### src/rtl/iwd_pkg.sv
package iwd_pkg;

    localparam int unsigned WORD_W = 64;
    localparam int unsigned IMM_W  = 32;
    localparam int unsigned OFF_W  = 16;
    localparam int unsigned REG_W  = 4;
    localparam int unsigned OPC_W  = 8;
    localparam int unsigned CLS_W  = 3;
    localparam int unsigned OP_W   = OPC_W - CLS_W - 1;
    localparam int unsigned ERR_W  = 2;
    localparam int unsigned ERR_REG_BIT    = 0;
    localparam int unsigned ERR_PSEUDO_BIT = 1;

    typedef struct packed {
        logic [IMM_W-1:0] imm;
        logic [OFF_W-1:0] off;
        logic [REG_W-1:0] src;
        logic [REG_W-1:0] dst;
        logic [OPC_W-1:0] opc;
    } raw_word_t;

    typedef struct packed {
        logic [CLS_W-1:0]  cls;
        logic              src_sel;
        logic [OP_W-1:0]   op;
        logic [OPC_W-1:0]  opc;
        logic [REG_W-1:0]  dst;
        logic [REG_W-1:0]  src;
        logic [WORD_W-1:0] off;
        logic [WORD_W-1:0] imm;
        logic              wide;
    } dec_rec_t;

    typedef enum logic {
        PAIR_IDLE = 1'b0,
        PAIR_HALF = 1'b1
    } pair_state_e;

    function automatic logic [WORD_W-1:0] sext_imm(input logic [IMM_W-1:0] v);
        return {{(WORD_W-IMM_W){v[IMM_W-1]}}, v};
    endfunction

    function automatic logic [WORD_W-1:0] sext_off(input logic [OFF_W-1:0] v);
        return {{(WORD_W-OFF_W){v[OFF_W-1]}}, v};
    endfunction

    function automatic logic reg_over(input logic [REG_W-1:0] r, input int unsigned lim);
        return 32'(r) > lim;
    endfunction

    function automatic logic filler_dirty(input raw_word_t w);
        return (w.opc != '0) || (w.dst != '0) || (w.src != '0) || (w.off != '0);
    endfunction

endpackage

### src/rtl/iwd_field_split.sv
module iwd_field_split
    import iwd_pkg::*;
#(
    parameter int unsigned     REG_LIMIT   = 10,
    parameter logic [OPC_W-1:0] WIDE_OPCODE = 8'h18
) (
    input  raw_word_t word,
    output dec_rec_t  rec,
    output logic      wide_head,
    output logic      dst_bad,
    output logic      src_bad,
    output logic      pseudo_bad
);

    always_comb begin
        wide_head   = (word.opc == WIDE_OPCODE);
        dst_bad     = reg_over(word.dst, REG_LIMIT);
        src_bad     = reg_over(word.src, REG_LIMIT);
        pseudo_bad  = filler_dirty(word);

        rec.cls     = word.opc[CLS_W-1:0];
        rec.src_sel = word.opc[CLS_W];
        rec.op      = word.opc[OPC_W-1:CLS_W+1];
        rec.opc     = word.opc;
        rec.dst     = word.dst;
        rec.src     = word.src;
        rec.off     = sext_off(word.off);
        rec.imm     = sext_imm(word.imm);
        rec.wide    = wide_head;
    end

endmodule

### src/rtl/iwd_pair_ctrl.sv
module iwd_pair_ctrl
    import iwd_pkg::*;
(
    input  logic             clk,
    input  logic             rst,
    input  logic             accept,
    input  dec_rec_t         split_rec,
    input  logic [IMM_W-1:0] hi_imm,
    input  logic             wide_head,
    input  logic             dst_bad,
    input  logic             src_bad,
    input  logic             pseudo_bad,
    output logic             emit,
    output dec_rec_t         emit_rec,
    output logic             err_fire,
    output logic [ERR_W-1:0] err_code,
    output logic             pending
);

    pair_state_e state_q, state_d;
    dec_rec_t    held_q;
    logic        held_bad_q;

    assign pending = (state_q == PAIR_HALF);

    always_comb begin
        state_d  = state_q;
        emit     = 1'b0;
        err_fire = 1'b0;
        err_code = '0;
        emit_rec = split_rec;
        if (accept) begin
            if (state_q == PAIR_IDLE) begin
                if (wide_head) begin
                    state_d = PAIR_HALF;
                end else if (dst_bad || src_bad) begin
                    err_fire              = 1'b1;
                    err_code[ERR_REG_BIT] = 1'b1;
                end else begin
                    emit = 1'b1;
                end
            end else begin
                state_d                  = PAIR_IDLE;
                err_code[ERR_REG_BIT]    = held_bad_q;
                err_code[ERR_PSEUDO_BIT] = pseudo_bad;
                err_fire                 = held_bad_q || pseudo_bad;
                emit                     = !(held_bad_q || pseudo_bad);
                emit_rec                 = held_q;
                emit_rec.imm             = {hi_imm, held_q.imm[IMM_W-1:0]};
            end
        end
    end

    always_ff @(posedge clk) begin
        if (rst) begin
            state_q    <= PAIR_IDLE;
            held_q     <= '0;
            held_bad_q <= 1'b0;
        end else begin
            state_q <= state_d;
            if (accept && state_q == PAIR_IDLE && wide_head) begin
                held_q     <= split_rec;
                held_bad_q <= dst_bad;
            end
        end
    end


    half_hold_chk: assert property (@(posedge clk) disable iff (rst)
        (pending && !accept) |=> pending);


    pair_close_chk: assert property (@(posedge clk) disable iff (rst)
        (pending && accept) |=> !pending);

endmodule

### src/rtl/iwd_out_stage.sv
module iwd_out_stage
    import iwd_pkg::*;
(
    input  logic             clk,
    input  logic             rst,
    input  logic             load,
    input  dec_rec_t         load_rec,
    input  logic             err_fire,
    input  logic [ERR_W-1:0] err_code,
    input  logic             out_ready,
    output logic             out_valid,
    output dec_rec_t         out_rec,
    output logic             err_valid,
    output logic [ERR_W-1:0] err_kind,
    output logic             in_ready
);

    assign in_ready = !out_valid || out_ready;

    always_ff @(posedge clk) begin
        if (rst) begin
            out_valid <= 1'b0;
            out_rec   <= '0;
            err_valid <= 1'b0;
            err_kind  <= '0;
        end else begin
            if (load) begin
                out_valid <= 1'b1;
                out_rec   <= load_rec;
            end else if (out_ready) begin
                out_valid <= 1'b0;
            end
            err_valid <= err_fire;
            err_kind  <= err_fire ? err_code : '0;
        end
    end


    stall_hold_chk: assert property (@(posedge clk) disable iff (rst)
        (out_valid && !out_ready) |=> (out_valid && $stable(out_rec)));


    load_slot_free_chk: assert property (@(posedge clk) disable iff (rst)
        load |-> (!out_valid || out_ready));


    err_no_load_chk: assert property (@(posedge clk) disable iff (rst)
        err_fire |-> !load);

endmodule

### src/rtl/insn_word_decoder.sv
module insn_word_decoder
    import iwd_pkg::*;
#(
    parameter int unsigned      REG_LIMIT   = 10,
    parameter logic [OPC_W-1:0] WIDE_OPCODE = 8'h18
) (
    input  logic              clk,
    input  logic              rst,
    input  logic              in_valid,
    output logic              in_ready,
    input  logic [WORD_W-1:0] in_word,
    output logic              out_valid,
    input  logic              out_ready,
    output logic [CLS_W-1:0]  out_class,
    output logic              out_src_sel,
    output logic [OP_W-1:0]   out_op,
    output logic [OPC_W-1:0]  out_opcode,
    output logic [REG_W-1:0]  out_dst,
    output logic [REG_W-1:0]  out_src,
    output logic [WORD_W-1:0] out_offset,
    output logic [WORD_W-1:0] out_imm,
    output logic              out_wide,
    output logic              err_valid,
    output logic [ERR_W-1:0]  err_kind
);

    raw_word_t        raw;
    dec_rec_t         split_rec, emit_rec, out_rec;
    logic             wide_head, dst_bad, src_bad, pseudo_bad;
    logic             accept, emit, err_fire, pending;
    logic [ERR_W-1:0] err_code;

    assign raw    = raw_word_t'(in_word);
    assign accept = in_valid && in_ready;

    iwd_field_split #(
        .REG_LIMIT   (REG_LIMIT),
        .WIDE_OPCODE (WIDE_OPCODE)
    ) u_split (
        .word       (raw),
        .rec        (split_rec),
        .wide_head  (wide_head),
        .dst_bad    (dst_bad),
        .src_bad    (src_bad),
        .pseudo_bad (pseudo_bad)
    );

    iwd_pair_ctrl u_pair (
        .clk        (clk),
        .rst        (rst),
        .accept     (accept),
        .split_rec  (split_rec),
        .hi_imm     (raw.imm),
        .wide_head  (wide_head),
        .dst_bad    (dst_bad),
        .src_bad    (src_bad),
        .pseudo_bad (pseudo_bad),
        .emit       (emit),
        .emit_rec   (emit_rec),
        .err_fire   (err_fire),
        .err_code   (err_code),
        .pending    (pending)
    );

    iwd_out_stage u_out (
        .clk       (clk),
        .rst       (rst),
        .load      (emit),
        .load_rec  (emit_rec),
        .err_fire  (err_fire),
        .err_code  (err_code),
        .out_ready (out_ready),
        .out_valid (out_valid),
        .out_rec   (out_rec),
        .err_valid (err_valid),
        .err_kind  (err_kind),
        .in_ready  (in_ready)
    );

    assign out_class   = out_rec.cls;
    assign out_src_sel = out_rec.src_sel;
    assign out_op      = out_rec.op;
    assign out_opcode  = out_rec.opc;
    assign out_dst     = out_rec.dst;
    assign out_src     = out_rec.src;
    assign out_offset  = out_rec.off;
    assign out_imm     = out_rec.imm;
    assign out_wide    = out_rec.wide;


    out_dst_range_chk: assert property (@(posedge clk) disable iff (rst)
        out_valid |-> (32'(out_dst) <= REG_LIMIT));


    out_src_range_chk: assert property (@(posedge clk) disable iff (rst)
        (out_valid && !out_wide) |-> (32'(out_src) <= REG_LIMIT));


    imm_sext_chk: assert property (@(posedge clk) disable iff (rst)
        (out_valid && !out_wide) |-> (out_imm[WORD_W-1:IMM_W] == {(WORD_W-IMM_W){out_imm[IMM_W-1]}}));


    off_sext_chk: assert property (@(posedge clk) disable iff (rst)
        out_valid |-> (out_offset[WORD_W-1:OFF_W] == {(WORD_W-OFF_W){out_offset[OFF_W-1]}}));


    wide_opcode_chk: assert property (@(posedge clk) disable iff (rst)
        (out_valid && out_wide) |-> (out_opcode == WIDE_OPCODE));


    err_quiet_chk: assert property (@(posedge clk) disable iff (rst)
        err_valid |-> (err_kind != '0));

endmodule

### config.mk
export PLATFORM = sky130hd
export DESIGN_NAME = insn_word_decoder
export DESIGN_NICKNAME = d
export VERILOG_FILES = /design/src/rtl/iwd_pkg.sv /design/src/rtl/iwd_field_split.sv /design/src/rtl/iwd_pair_ctrl.sv /design/src/rtl/iwd_out_stage.sv /design/src/rtl/insn_word_decoder.sv
export SDC_FILE = /design/constraint.sdc
export NUM_CORES = 1
export LEC_CHECK = 0
export ABC_CLOCK_PERIOD_IN_PS = 2100
export BUFFER_PORTS_ARGS = -buffer_cell sky130_fd_sc_hd__buf_2
export CORE_MARGIN = 2
export CORE_UTILIZATION = 40
export DETAILED_ROUTE_END_ITERATION = 6
export PLACE_DENSITY = 0.64
export SETUP_SLACK_MARGIN = 0.5
export SYNTH_ARGS = -nofsm -noshare
export SYNTH_HDL_FRONTEND = slang
export SYNTH_SLANG_ARGS = --single-unit
### constraint.sdc
create_clock -name clk -period 2.1 [get_ports clk]
set_input_delay 0.105 -clock clk [delete_from_list [all_inputs] [get_ports clk]]
set_output_delay 0.105 -clock clk [all_outputs]
set_load 0.03 [all_outputs]
## Word-level counts from Yosys, hierarchy flattened

Index checks and enable logic that the tools add are counted.

- Bits in registers: 232
- Output and inout port bits: 158
- Logic and storage cells: 63
- Input port bits: 68

- Bitwise gates (word level): 3
- Eq/ne operators: 1
- $lt $le $gt $ge: 2
- Mux-type cells: 15
- Reduce and logical (&&, ||, !) cells: 18

Operator list:

| operator | number |
|---|---|
| two-way mux 153 bit | 2 |
| nonzero test 16 bit | 1 |
| two-way mux 1 bit | 13 |
| == test 8 x 5 -> 1 bit, second input constant | 1 |
| > comparator 4 bit, second input constant | 2 |
| nonzero test 4 bit | 2 |
| nonzero test 8 bit | 1 |
| logical OR 1 bit | 6 |
| OR reduction 4 bit | 1 |
| logical AND 1 bit | 3 |
| NOT 1 bit | 3 |
| OR reduction 3 bit | 1 |
| zero test 1 bit | 2 |
| nonzero test 2 bit | 1 |

## Longest topological paths before layout

- Depth in word-level cells: 9
- Mapped depth: 9
- Depth with buffers taken out: 5

## Hierarchy

A second synthesis with hierarchy kept.

- Cells, all modules: 1390
- Area, all modules: 12953.7 µm²

By module, submodules not included:

| module | area each (µm²) | times used | seq. area each (µm²) | cells each |
|---|---|---|---|---|
| iwd_pair_ctrl | 6192.2 | 1 | 2462.4 | 716 |
| iwd_out_stage | 5502.8 | 1 | 3143.0 | 503 |
| iwd_field_split | 1252.5 | 1 | 0.0 | 170 |
| insn_word_decoder | 6.3 | 1 | 0.0 | 1 |

## Worst setup path after synthesis

OpenSTA, ideal clock, no wires.

- Path kind: flip-flop to flip-flop
- Start: register u_out.out_valid
- End: register u_out.out_rec[10] (netlist name)
- Data required time: 1.977 ns
- Cell stages (with the launch flop): 9
- Period minus slack after synthesis: 2.277 ns
- Data arrival time: 2.154 ns
- Setup time: 0.123 ns
- Setup slack: -0.177 ns
- Path buffers: 3
- Cell sequence: dfxtp_1 -> nand2b_1 -> clkbuf_1 -> nand2_1 -> nor4b_2 -> a41oi_2 -> buf_4 -> buf_6 -> mux2_1

- Longest elaborated chain between the ends: 4
- Elaborated cells on any way between the ends: 5
- Classes of those cells: mux: 2; reduce/logical: 3

Ends and longest elaborated chain:

| element | line | text |
|---|---|---|
| start, declared | iwd_out_stage.sv:11 | `output logic out_valid,` |
| start signal, assigned | iwd_out_stage.sv:22 | `out_valid <= 1'b0;` |
| start signal, assigned | iwd_out_stage.sv:28 | `out_valid <= 1'b1;` |
| start signal, assigned | iwd_out_stage.sv:31 | `out_valid <= 1'b0;` |
| zero test 1 bit * | iwd_out_stage.sv:18 | `assign in_ready = !out_valid \|\| out_ready;` |
| logical OR 1 bit * | iwd_out_stage.sv:18 |  |
| net in_ready | insn_word_decoder.sv:10 | `output logic in_ready,` |
| logical AND 1 bit * | insn_word_decoder.sv:34 | `assign accept = in_valid && in_ready;` |
| two-way mux 153 bit / two-way mux 1 bit (equally long branches) | iwd_pair_ctrl.sv:32 | `if (accept) begin` |

Mark *: on every way through the listed nets, which the timed path passes. The rest lies on a longest branch.
A chain may end at the register's enable or synchronous reset.

## Final worst setup path

- Start: register u_out.out_valid
- End: register u_out.out_rec[43] (netlist name)

- Longest elaborated chain between the ends: 4
- Elaborated cells on any way between the ends: 5
- Classes of those cells: mux: 2; reduce/logical: 3

Ends and longest elaborated chain:

| element | line |
|---|---|
| zero test 1 bit * | iwd_out_stage.sv:18 |
| logical OR 1 bit * | iwd_out_stage.sv:18 |
| logical AND 1 bit * | insn_word_decoder.sv:34 |
| two-way mux 153 bit / two-way mux 1 bit (equally long branches) | iwd_pair_ctrl.sv:32 |

Every way passes the cells marked *; elsewhere a longest branch is shown, timed or not.

==> impl_metrics.ini <==
[global_route]
grt_overflow_total = 0
antenna_found_initial = 1
first_global_vias = 6457
grt_max_degree = 78
track_usage = 0.197
grt_pass1_wl_mm = 32.3

[detailed_routing]
first_pass_iters = 5
viasPerCell = 4.86
route.detailed.drc = 0
wl_per_cell_um = 15.3
vias = 7093
wl_mm = 22.4
first_iter_violations = 387
ant_nets = 0

[timing]
period_minus_slack_ns = 1.65
hold_viol = 0
tightestPinTransition_ns = 0.649
fmax_mhz = 606
finClkSkew_ns = 0.00832
drv_slew = 0
setup_tns_ns = 0
setup_viol = 0
final_min_period_over_clock_period = 0.786
slew_headroom = 0.567
setup_slack_ns = 0.449
rsz0062_at_grt = true

[placed_design]
io_buffers = 225
dp_hpwl_mm = 13.3
post-place-ws_ns = 0.0698
placed_area_sq_mm = 0.00909
gp_congestion = 0.830

[logic_synthesis]
synth.distinct_cells = 27
synth_edf_count = 0
yosys_register_bits = 168
synth.cell_area_sq_mm = 0.00788
syn_avg_cell_area_sq_um = 8.13
synth_top_flop_cell = dfxtp_1
ys_warn_count = 0
synthArstFlopShare = 0
syn-num-nets = 1038
yosysSeqAreaShare = 0.427
synth_cells = 970

[setup_path]
r2r_cells = 7
startpoint = u_out.out_valid$_SDFFE_PP0P_
path_max_fanout = 7
startpoint_type = flop
endpoint = u_out.out_rec[43]$_SDFFE_PP0P_
rrSetupSlack_ns = 0.45
r2r-start = u_out.out_valid$_SDFFE_PP0P_
worst_setup_path_end_kind = flop
path_class = reg2reg
crit_required_ns = 2.41
r2r-end = u_out.out_rec[43]$_SDFFE_PP0P_
cp_data_arrival_time_ns = 1.96

[clock_tree]
clock_latency_ns = 0.43
cts_buffers = 17
cts-htree-levels = 4
path_clk_slew_ns = 0.07
clock-sinks = 168
ctsLongestPathBuffers = 2
clockRootBuffer = clkbuf_16
cts_tree = yes

[floorplanning]
num_rows = 51
die-area_sq_mm = 0.0208
die_y_um = 144
initial_core_util = 0.406
die_w_um = 144
fp.coreArea_sq_mm = 0.0194
num_io_pins = 226

[power]
p_sw_mw = 2.19
internal_power_mw = 5.51
leakage_nw = 4.74
ir_drop_uv = 565
power_mw = 7.70
seqPwrFrac = 0.437
switching_share = 0.285
pwr-share-comb = 0.169
power_frac_clock = 0.394
powerDensity_mw_per_mm2 = 731

[job]
maxCapViolCount = 0

[final_layout]
layout.nets = 1249
nFillCells = 1778
drive_gt1_frac = 0.328
layout_common_cells = 274 x nand2_1, 224 x buf_2, 165 x dfxtp_1, 159 x a21oi_1, 96 x nor2b_1
area_delta_synth_final_pct = 33.5
mostFrequentLayoutCell = nand2_1
postLayoutCellArea_sq_mm = 0.0105

[min_path]
hp-class = in2reg

[run_status]
status = finished, final reports clean
-- how the worst min path moves through the flow --
stage	start	endpoint	slack, ns	depth (start not counted)
final	in_word[11]	u_pair.held_bad_q$_SDFFE_PP0P_	0.11	4
after floorplan	in_word[41]	u_pair.held_q[10]$_SDFFE_PP0P_	0.24	2
after CTS	in_word[11]	u_pair.held_bad_q$_SDFFE_PP0P_	0.06	4
after global routing	in_word[11]	u_pair.held_bad_q$_SDFFE_PP0P_	0.09	4
after global placement	in_word[16]	u_pair.held_q[65]$_SDFFE_PP0P_	0.37	3
after detailed placement	in_word[60]	u_pair.held_q[29]$_SDFFE_PP0P_	0.37	3
-- layer usage --
metal | vias up | share of wire | GRT usage
li1 | 3532 | - | -
met1 | 3319 | 0.44 | 0.243
met2 | 219 | 0.47 | 0.327
met3 | 23 | 0.072 | 0.0623
met4 | 0 | 0.013 | 0.0629
met5 | - | 0 | 0
-- final cells by class --
type,instances,area [sq um],share of cell area
antenna,1,2.50,0.000238
clock buffer,19,443,0.0421
clock inverter,13,124,0.0118
inverter,2,7.51,0.000713
multi-input combinational,670,3890,0.370
sequential,168,3370,0.320
tap,265,332,0.0315
timing repair buffer,322,2350,0.224
-- worst max-delay path, stage by stage (launching register included) --
cell,delay (ns)
dfxtp_4,0.36
nand2b_4,0.07
nand2_4,0.10
nor4b_4,0.06
a41oi_4,0.23
buf_6,0.21
clkbuf_16,0.17
mux2_2,0.34
-- stage by stage --
| stage | instances | utilization | hold slack, ns |
|---|---|---|---|
| 6_report | 1460 | 0.543 | 0.105 |
| 5_1_grt | 1460 | 0.543 | 0.0908 |
| 4_1_cts | 1448 | 0.528 | 0.0574 |
| 3_5_place_dp | 1360 | 0.469 | 0.374 |
| 3_3_place_gp | 1360 | 0.469 | 0.371 |
| 2_1_floorplan | 970 | - | 0.241 |
-- cells in the mapped netlist (2+ instances only) --
cell type	number	share of area
nor4_1	6	0.0048
nor2_1	10	0.0048
mux2_2	76	0.11
buf_4	57	0.054
nor3_1	2	0.0013
nand2b_1	4	0.0032
clkbuf_1	55	0.026
a21oi_1	159	0.10
and2_1	6	0.0048
nand4_1	2	0.0016
buf_2	9	0.0057
nand2_1	276	0.13
nand3_1	2	0.0013
mux2_1	20	0.029
nor2b_1	97	0.077
or3_1	3	0.0024
buf_6	2	0.0029
dfxtp_1	168	0.43
buf_1	7	0.0033
inv_1	2	0.00095
-- cells by family after synthesis --
| kind of cell | after synthesis | synth area share |
|---|---|---|
| compound gates | 161 | 0.104 |
| simple gates | 412 | 0.238 |
| flops | 168 | 0.427 |
| buf+inv | 132 | 0.0933 |
| mux | 97 | 0.138 |
-- power by group through the flow --
stage | clock [mW] | combinational, mW | sequential [mW]
floorplan | 0 | 0.601 | 3.65
global placement | 0 | 1.14 | 3.44
detailed placement | 0 | 1.15 | 3.44
CTS | 3.09 | 1.24 | 3.37
global route | 3.21 | 1.39 | 3.38
finish | 3.03 | 1.30 | 3.37
-- timing repair --
item,in CTS,in global routing
cloned,0,8
endpoints found under the hold margin,57,0
gates resized for setup,6,16
hold buffers,56,0
endpoints found under the setup margin,154,154
buffers inserted,0,3
-- flip-flops by register name, indices dropped and copies added (netlist names) --
name               flops
u_out.err_valid        1
u_pair.pending         1
u_pair.held_q         65
u_out.out_valid        1
u_out.out_rec         97
u_out.err_kind         2
u_pair.held_bad_q      1
Note: power is estimated with default switching activity, not from simulation.
